$ cat src/rtl/irq_cause_pkg.sv
// Package: shared definitions for the dual-channel interrupt cause controller.
// Assumes each channel owns an equal-width half of the cause and mask registers.
package irq_cause_pkg;

    // Event bit positions within one channel's half (software decodes these)
    localparam int unsigned EV_DESC_DONE   = 0;
    localparam int unsigned EV_CHAIN_DONE  = 1;
    localparam int unsigned EV_HALTED      = 2;
    localparam int unsigned EV_ADDR_DECODE = 3;
    localparam int unsigned EV_ERR_PROT    = 4;
    localparam int unsigned EV_ERR_WRPROT  = 5;
    localparam int unsigned EV_ERR_OWNER   = 6;
    localparam int unsigned EV_ERR_PARITY  = 7;

    // Register selector used for both reads and writes
    typedef enum logic {
        SEL_CAUSE = 1'b0,
        SEL_MASK  = 1'b1
    } reg_sel_e;

endpackage

$ cat src/rtl/cause_slice.sv
// Module: cause_slice
// Sticky cause bits for one channel. Event pulses set bits; a write clears the
// bits whose data bit is zero and keeps those whose data bit is one. An event
// beats a clear on the same bit. Bits outside IMPL stay zero.
// Assumes events are single-cycle pulses from logic in the same clock domain.
module cause_slice #(
    parameter int unsigned           W    = 16,
    parameter logic [W-1:0]          IMPL = '1
) (
    input  logic         clk,
    input  logic         rst_n,
    input  logic [W-1:0] evt,
    input  logic         wr_en,
    input  logic [W-1:0] wr_data,
    output logic [W-1:0] cause_q
);

    logic [W-1:0] keep_mask;
    logic [W-1:0] cause_d;

    // Bits that survive this cycle's write (all survive when not written)
    always_comb begin
        keep_mask = wr_en ? wr_data : {W{1'b1}};
    end

    // Next cause: surviving bits plus new events, limited to implemented bits
    always_comb begin
        cause_d = ((cause_q & keep_mask) | evt) & IMPL;
    end

    // Cause register with synchronous active-low reset
    always_ff @(posedge clk) begin
        if (!rst_n) begin
            cause_q <= '0;
        end else begin
            cause_q <= cause_d;
        end
    end

endmodule

$ cat src/rtl/mask_slice.sv
// Module: mask_slice
// Interrupt enable bits for one channel. It loads on a write and holds otherwise.
// Bits outside IMPL are forced to zero.
module mask_slice #(
    parameter int unsigned  W    = 16,
    parameter logic [W-1:0] IMPL = '1
) (
    input  logic         clk,
    input  logic         rst_n,
    input  logic         wr_en,
    input  logic [W-1:0] wr_data,
    output logic [W-1:0] mask_q
);

    // Mask register with synchronous active-low reset
    always_ff @(posedge clk) begin
        if (!rst_n) begin
            mask_q <= '0;
        end else if (wr_en) begin
            mask_q <= wr_data & IMPL;
        end
    end

endmodule

$ cat src/rtl/irq_reduce.sv
// Module: irq_reduce
// Combines one channel's cause and mask into its interrupt line.
// Purely combinational; the line follows the registers in the same cycle.
module irq_reduce #(
    parameter int unsigned W = 16
) (
    input  logic [W-1:0] cause,
    input  logic [W-1:0] mask,
    output logic         irq
);

    // Any enabled pending bit raises the line
    always_comb begin
        irq = |(cause & mask);
    end

endmodule

$ cat src/rtl/dual_irq_cause.sv
// Module: dual_irq_cause (top)
// Shared cause and mask registers for NUM_CH channels, each owning HALF_W bits
// at [HALF_W*n +: HALF_W]. Cause is cleared by writing zero. Reads return the
// full register selected by rd_sel.
// Assumes one write port driven by a simple strobe and combinational reads.
module dual_irq_cause
    import irq_cause_pkg::*;
#(
    parameter int unsigned       NUM_CH    = 2,
    parameter int unsigned       HALF_W    = 16,
    parameter logic [HALF_W-1:0] IMPL_MASK = 16'h00FF
) (
    input  logic                     clk,
    input  logic                     rst_n,
    input  logic [NUM_CH*HALF_W-1:0] evt_pulse,
    input  logic                     wr_en,
    input  logic                     wr_sel,
    input  logic [NUM_CH*HALF_W-1:0] wr_data,
    input  logic                     rd_sel,
    output logic [NUM_CH*HALF_W-1:0] rd_data,
    output logic [NUM_CH-1:0]        irq
);

    localparam int unsigned REG_W = NUM_CH * HALF_W;

    logic             cause_wr;
    logic             mask_wr;
    logic [REG_W-1:0] cause_q;
    logic [REG_W-1:0] mask_q;

    // Decode the write strobe into the two register targets
    always_comb begin
        cause_wr = wr_en && (wr_sel == SEL_CAUSE);
        mask_wr  = wr_en && (wr_sel == SEL_MASK);
    end

    // One cause slice, mask slice and reducer per channel
    for (genvar ch = 0; ch < NUM_CH; ch++) begin : g_chan
        cause_slice #(
            .W    (HALF_W),
            .IMPL (IMPL_MASK)
        ) cause_i (
            .clk     (clk),
            .rst_n   (rst_n),
            .evt     (evt_pulse[ch*HALF_W +: HALF_W]),
            .wr_en   (cause_wr),
            .wr_data (wr_data[ch*HALF_W +: HALF_W]),
            .cause_q (cause_q[ch*HALF_W +: HALF_W])
        );

        mask_slice #(
            .W    (HALF_W),
            .IMPL (IMPL_MASK)
        ) mask_i (
            .clk     (clk),
            .rst_n   (rst_n),
            .wr_en   (mask_wr),
            .wr_data (wr_data[ch*HALF_W +: HALF_W]),
            .mask_q  (mask_q[ch*HALF_W +: HALF_W])
        );

        irq_reduce #(
            .W (HALF_W)
        ) irq_i (
            .cause (cause_q[ch*HALF_W +: HALF_W]),
            .mask  (mask_q[ch*HALF_W +: HALF_W]),
            .irq   (irq[ch])
        );
    end

    // Read mux returning the full selected register
    always_comb begin
        rd_data = (rd_sel == SEL_MASK) ? mask_q : cause_q;
    end

endmodule

$ cat config.mk
export PLATFORM = sky130hd
export DESIGN_NAME = dual_irq_cause
export DESIGN_NICKNAME = d
export VERILOG_FILES = /design/src/rtl/irq_cause_pkg.sv /design/src/rtl/cause_slice.sv /design/src/rtl/mask_slice.sv /design/src/rtl/irq_reduce.sv /design/src/rtl/dual_irq_cause.sv
export SDC_FILE = /design/constraint.sdc
export NUM_CORES = 1
export LEC_CHECK = 0
export BUFFER_PORTS_ARGS = -buffer_cell sky130_fd_sc_hd__buf_2
export CORE_AREA = 2 2 67 69
export DETAILED_ROUTE_END_ITERATION = 8
export DIE_AREA = 0 0 69 71
export MAX_ROUTING_LAYER = met4
export PLACE_DENSITY_LB_ADDON = 0.1
export SLEW_MARGIN = 20
export SYNTH_ARGS = -nofsm -noshare
export SYNTH_HDL_FRONTEND = slang
export SYNTH_SLANG_ARGS = --single-unit
$ cat constraint.sdc
create_clock -name clk -period 1.4 [get_ports clk]
set_input_delay 0.14 -clock clk [delete_from_list [all_inputs] [get_ports clk]]
set_output_delay 0.14 -clock clk [all_outputs]
set_load 0.05 [all_outputs]
; ---- Word level (Yosys, flattened, before mapping)
; Cells that the tools add are included.
; Widths: inputs -> output; s select.
[classes]
muxes = 3
bitwise_logic = 7
n_reduce_logical = 4
[ops]
columns = op, n
row1 = $and 8x8->8, 4
row2 = $reduce_or 16->1, 2
row3 = $mux 24, 1
row4 = $mux 8, 2
row5 = $or 8x8->8, 2
row6 = $logic_and 1x1->1, 2
row7 = $not 1->1, 1
[totals]
register_bits = 32
out_inout_bits = 34
elab_cells = 18

; ---- Longest topological paths before layout
[depth]
word_depth = 5
ltp_mapped = 4
depth_no_buf = 2

; ---- Modules after synthesis
; From an unflattened synthesis, not the netlist that was laid out.
[hier_totals]
hier_cells = 206
hier_area_um2 = 2278.4
[modules_own_cells]
columns = mod, n_inst, cells_per_inst, area_per_inst_um2, seq_area_each_um2
row1 = cause_slice, 2, 41, 394.1, 160.2
row2 = mask_slice, 2, 34, 365.4, 160.2
row3 = dual_irq_cause, 1, 38, 556.8, 0.0
row4 = irq_reduce, 2, 9, 101.3, 0.0

; ---- Worst setup path before layout
; Ideal clock, no wire load.
[synth_timing]
kind = input to output
from = input rd_sel
to = output rd_data[17]
arrival_ns = 0.832
required_time_ns = 1.260
setup_slack_ns = 0.428
cell_stages = 3
path_buffers = 2
path_cell_list = buf_6 buf_6 mux2_2
[synth_via]
elab_chain_len = 1
[synth_rtl]
columns = item, line
row1 = "start, declared", dual_irq_cause.sv:19  ; input logic rd_sel,
row2 = $mux 24, dual_irq_cause.sv:73  ; rd_data = (rd_sel == SEL_MASK) ? mask_q : cause_q;
row3 = "end, declared", dual_irq_cause.sv:20  ; output logic [NUM_CH*HALF_W-1:0] rd_data,
; Every way passes these cells.

; ---- Final worst setup path
[layout_timing]
from = register g_chan[0].cause_i.cause_q[5]
to = output irq[0]
[layout_via]
elab_chain_len = 2
[layout_rtl]
columns = item, line
row1 = "start, declared", cause_slice.sv:15  ; output logic [W-1:0] cause_q
row2 = "start signal, assigned", cause_slice.sv:36  ; cause_q <= cause_d;
row3 = $and 8x8->8, irq_reduce.sv:14  ; irq = |(cause & mask);
row4 = $reduce_or 16->1, irq_reduce.sv:14
row5 = "end, declared", dual_irq_cause.sv:21  ; output logic [NUM_CH-1:0] irq
; Every way passes these cells.

==> results.cfg <==
[timing]
tns_ns = 0
min_period_over_period_pct = 92.16
finalCriticalPeriod_ns = 1.290
max_freq_mhz = 775.1
slew_violations = 0
setup_violations = 0
rsz0062_at_grt = no
finalHoldViolCount = 0
fin_hold_ws_ns = 0.1294
finClkSkew_ns = 0

[logic_synthesis]
synth.area.mux_share_pct = 10.82
syn-cell-area_um2 = 1699
yosysWarnings = 0
netlist_instances = 187
synthAdderAreaFrac_pct = 0
synth_area_per_cell_um2 = 9.086
synthSimpleGateAreaFrac_pct = 10.53
ys_seq_elements = 32
synth_top_family_by_area = compound AO/OA/AOI/OAI gates
synth_cell_type_count = 19
synth_compound_area_share_pct = 27.76
seq_area_frac_synth_pct = 37.70
synthXorXnorAreaFrac_pct = 0

[power_and_ir_drop]
switchingPower_w = 0.0007279
peakVddDrop_v = 0.0004704
power_frac_comb_pct = 26.0
finalPower_w = 0.002194
pwr-share-clk_pct = 28.1
p_int_w = 0.001466
switching_share_pct = 33.18
powerDensity_nw_per_um2 = 1086
seqPwrFrac_pct = 45.9
p_leak_nw = 0.9596

[min_path]
min_from = evt_pulse[2]
holdPathEnd = g_chan[0].cause_i.cause_q[2]$_SDFF_PN0_
hp-class = primary input to register
hold_depth = 3

[layout]
most-common-layout-cells = buf_2, dfxtp_1
diodes = 0
fin_nets = 306
fill_cells = 443
drive_gt1_share_pct = 35.74
utilization_pct = 48.04
syn_to_final_growth_pct = 18.85
stdcell_count = 287
final_common_cell = buf_2

[die]
design.core.area_um2 = 4204
pin_count = 103
dieArea_um2 = 4899
die_y_um = 71
fp.dieW_um = 69
initial_core_util_pct = 40.42
core.rowCount = 24

[place]
io_buffers = 54
hpwl_um = 2548
post-place-cells = 282
gp_congestion = 0.6849

[clock_tree]
cts-root-buf = clkbuf_8
clock_latency_ns = 0.27
path_clk_slew_ns = 0.06
cts_hold_buffers = 0
clk_path_buf_depth = 2
cts_htree_levels = 2
cts.sink_count = 32
tritoncts = yes
numCtsBuffers = 5

[route]
drc = 0
drtPass1Iterations = 4
routedWlPerCell_um = 12.82
vias_per_cell = 4.962
ant_nets = 0
drt_iter0_drc = 51
wl_um = 3679
vias = 1424

[setup_path]
worstSetupEndpointType = primary output
cp.required_ns = 1.26
r2r-start = g_chan[1].mask_i.mask_q[0]$_SDFFE_PN0P_
critPathKind = register to primary output
r2r_slack_ns = 0.67
crit_fanout = 3
crit_arrival_ns = 1.15
critPathLaunchType = register
ff2ff_path_depth = 2
r2r_end = g_chan[1].mask_i.mask_q[0]$_SDFFE_PN0P_

[grt]
grtUsageTotal_pct = 16.39
grt_start_max_net_pins = 34
grt_pass1_wl_um = 6223
antenna_found_initial = 0
gr-total-overflow = 0
grt_pass1_vias = 1326

[outcome]
status = finished clean

[job]
maxCapViolCount = 0
-- metal layers --
layer / routed length, µm / GRT usage (%)
met5: 0 / -
met4: 51 / 7.190
met3: 196 / 3.419
met2: 1776 / 26.28
met1: 1654 / 19.98
-- timing repair --
action	4_1_cts	5_1_grt
endpoints found under the setup margin	0	1
resized for setup	0	1
buffers inserted	0	0
endpoints found under the hold margin	0	0
-- metrics by stage --
| stage | setup WS, ns | cell area [µm²] |
|---|---|---|
| final | 0.1098 | 2019 |
| after detailed placement | 0.3001 | 1946 |
| after floorplan | 0.4281 | 1755 |
| after global routing | 0.02975 | 2019 |
| after global placement | 0.3003 | 1946 |
| after CTS | 0.02164 | 2014 |
-- power groups by stage --
| stage | logic [W] | registers (W) | clock network [W] |
|---|---|---|---|
| 2_1_floorplan | 0.000483 | 0.00101 | 0 |
| 3_3_place_gp | 0.000572 | 0.00103 | 0 |
| 3_5_place_dp | 0.000573 | 0.00103 | 0 |
| 4_1_cts | 0.000575 | 0.00101 | 0.000641 |
| 5_1_grt | 0.000612 | 0.00102 | 0.000675 |
| 6_report | 0.000571 | 0.00101 | 0.000616 |
-- synthesized netlist by cell type --
cell type / count / share of area [%]
nand4_1: 2 / 0.74
conb_1: 1 / 0.22
buf_6: 3 / 2.0
a21boi_0: 14 / 6.2
buf_2: 8 / 2.4
nor2_1: 16 / 3.5
and3_1: 16 / 5.9
buf_4: 19 / 8.4
a21oi_2: 3 / 1.5
nor2b_1: 1 / 0.37
a21boi_1: 2 / 0.88
mux2_4: 1 / 0.88
o21ai_0: 16 / 4.7
clkbuf_1: 1 / 0.22
mux2_2: 15 / 9.9
a21oi_1: 13 / 3.8
a22oi_1: 8 / 3.5
dfxtp_1: 32 / 38
o21a_1: 16 / 7.1
-- logic make-up after synthesis --
| logic type | after synthesis |
|---|---|
| DFF | 32 |
| AOI/OAI and AO/OA | 72 |
| and+or+nand+nor | 35 |
| buffers and inverters | 31 |
| muxes | 16 |
| other | 1 |
-- final cells by class --
type | instances | area, µm² | share of cell area [%]
Clock buffer | 5 | 68.82 | 3.408
Multi-Input combinational cell | 139 | 899.6 | 44.55
Sequential cell | 32 | 640.6 | 31.72
Tap cell | 52 | 65.06 | 3.222
Timing Repair Buffer | 59 | 345.3 | 17.10
-- worst max path at each step --
| stage | startpoint | end | slack (ns) |
|---|---|---|---|
| after floorplan | rd_sel | rd_data[17] | 0.43 |
| after global placement | rd_sel | rd_data[22] | 0.30 |
| after detailed placement | rd_sel | rd_data[22] | 0.30 |
| after CTS | g_chan[1].cause_i.cause_q[2]$_SDFF_PN0_ | irq[1] | 0.02 |
| after global routing | g_chan[0].cause_i.cause_q[5]$_SDFF_PN0_ | irq[0] | 0.03 |
| final | g_chan[0].cause_i.cause_q[5]$_SDFF_PN0_ | irq[0] | 0.11 |
-- flip-flops by register name, indices dropped and copies added (netlist names) --
name                    flops
g_chan.mask_i.mask_q       16
g_chan.cause_i.cause_q     16
-- worst max-delay path, cell delays in order (launching register included) --
cell and delay, ns:
dfxtp_1 0.32, a22oi_1 0.21, nand4_1 0.12, buf_2 0.23
Note: power is estimated with default switching activity, not from simulation.
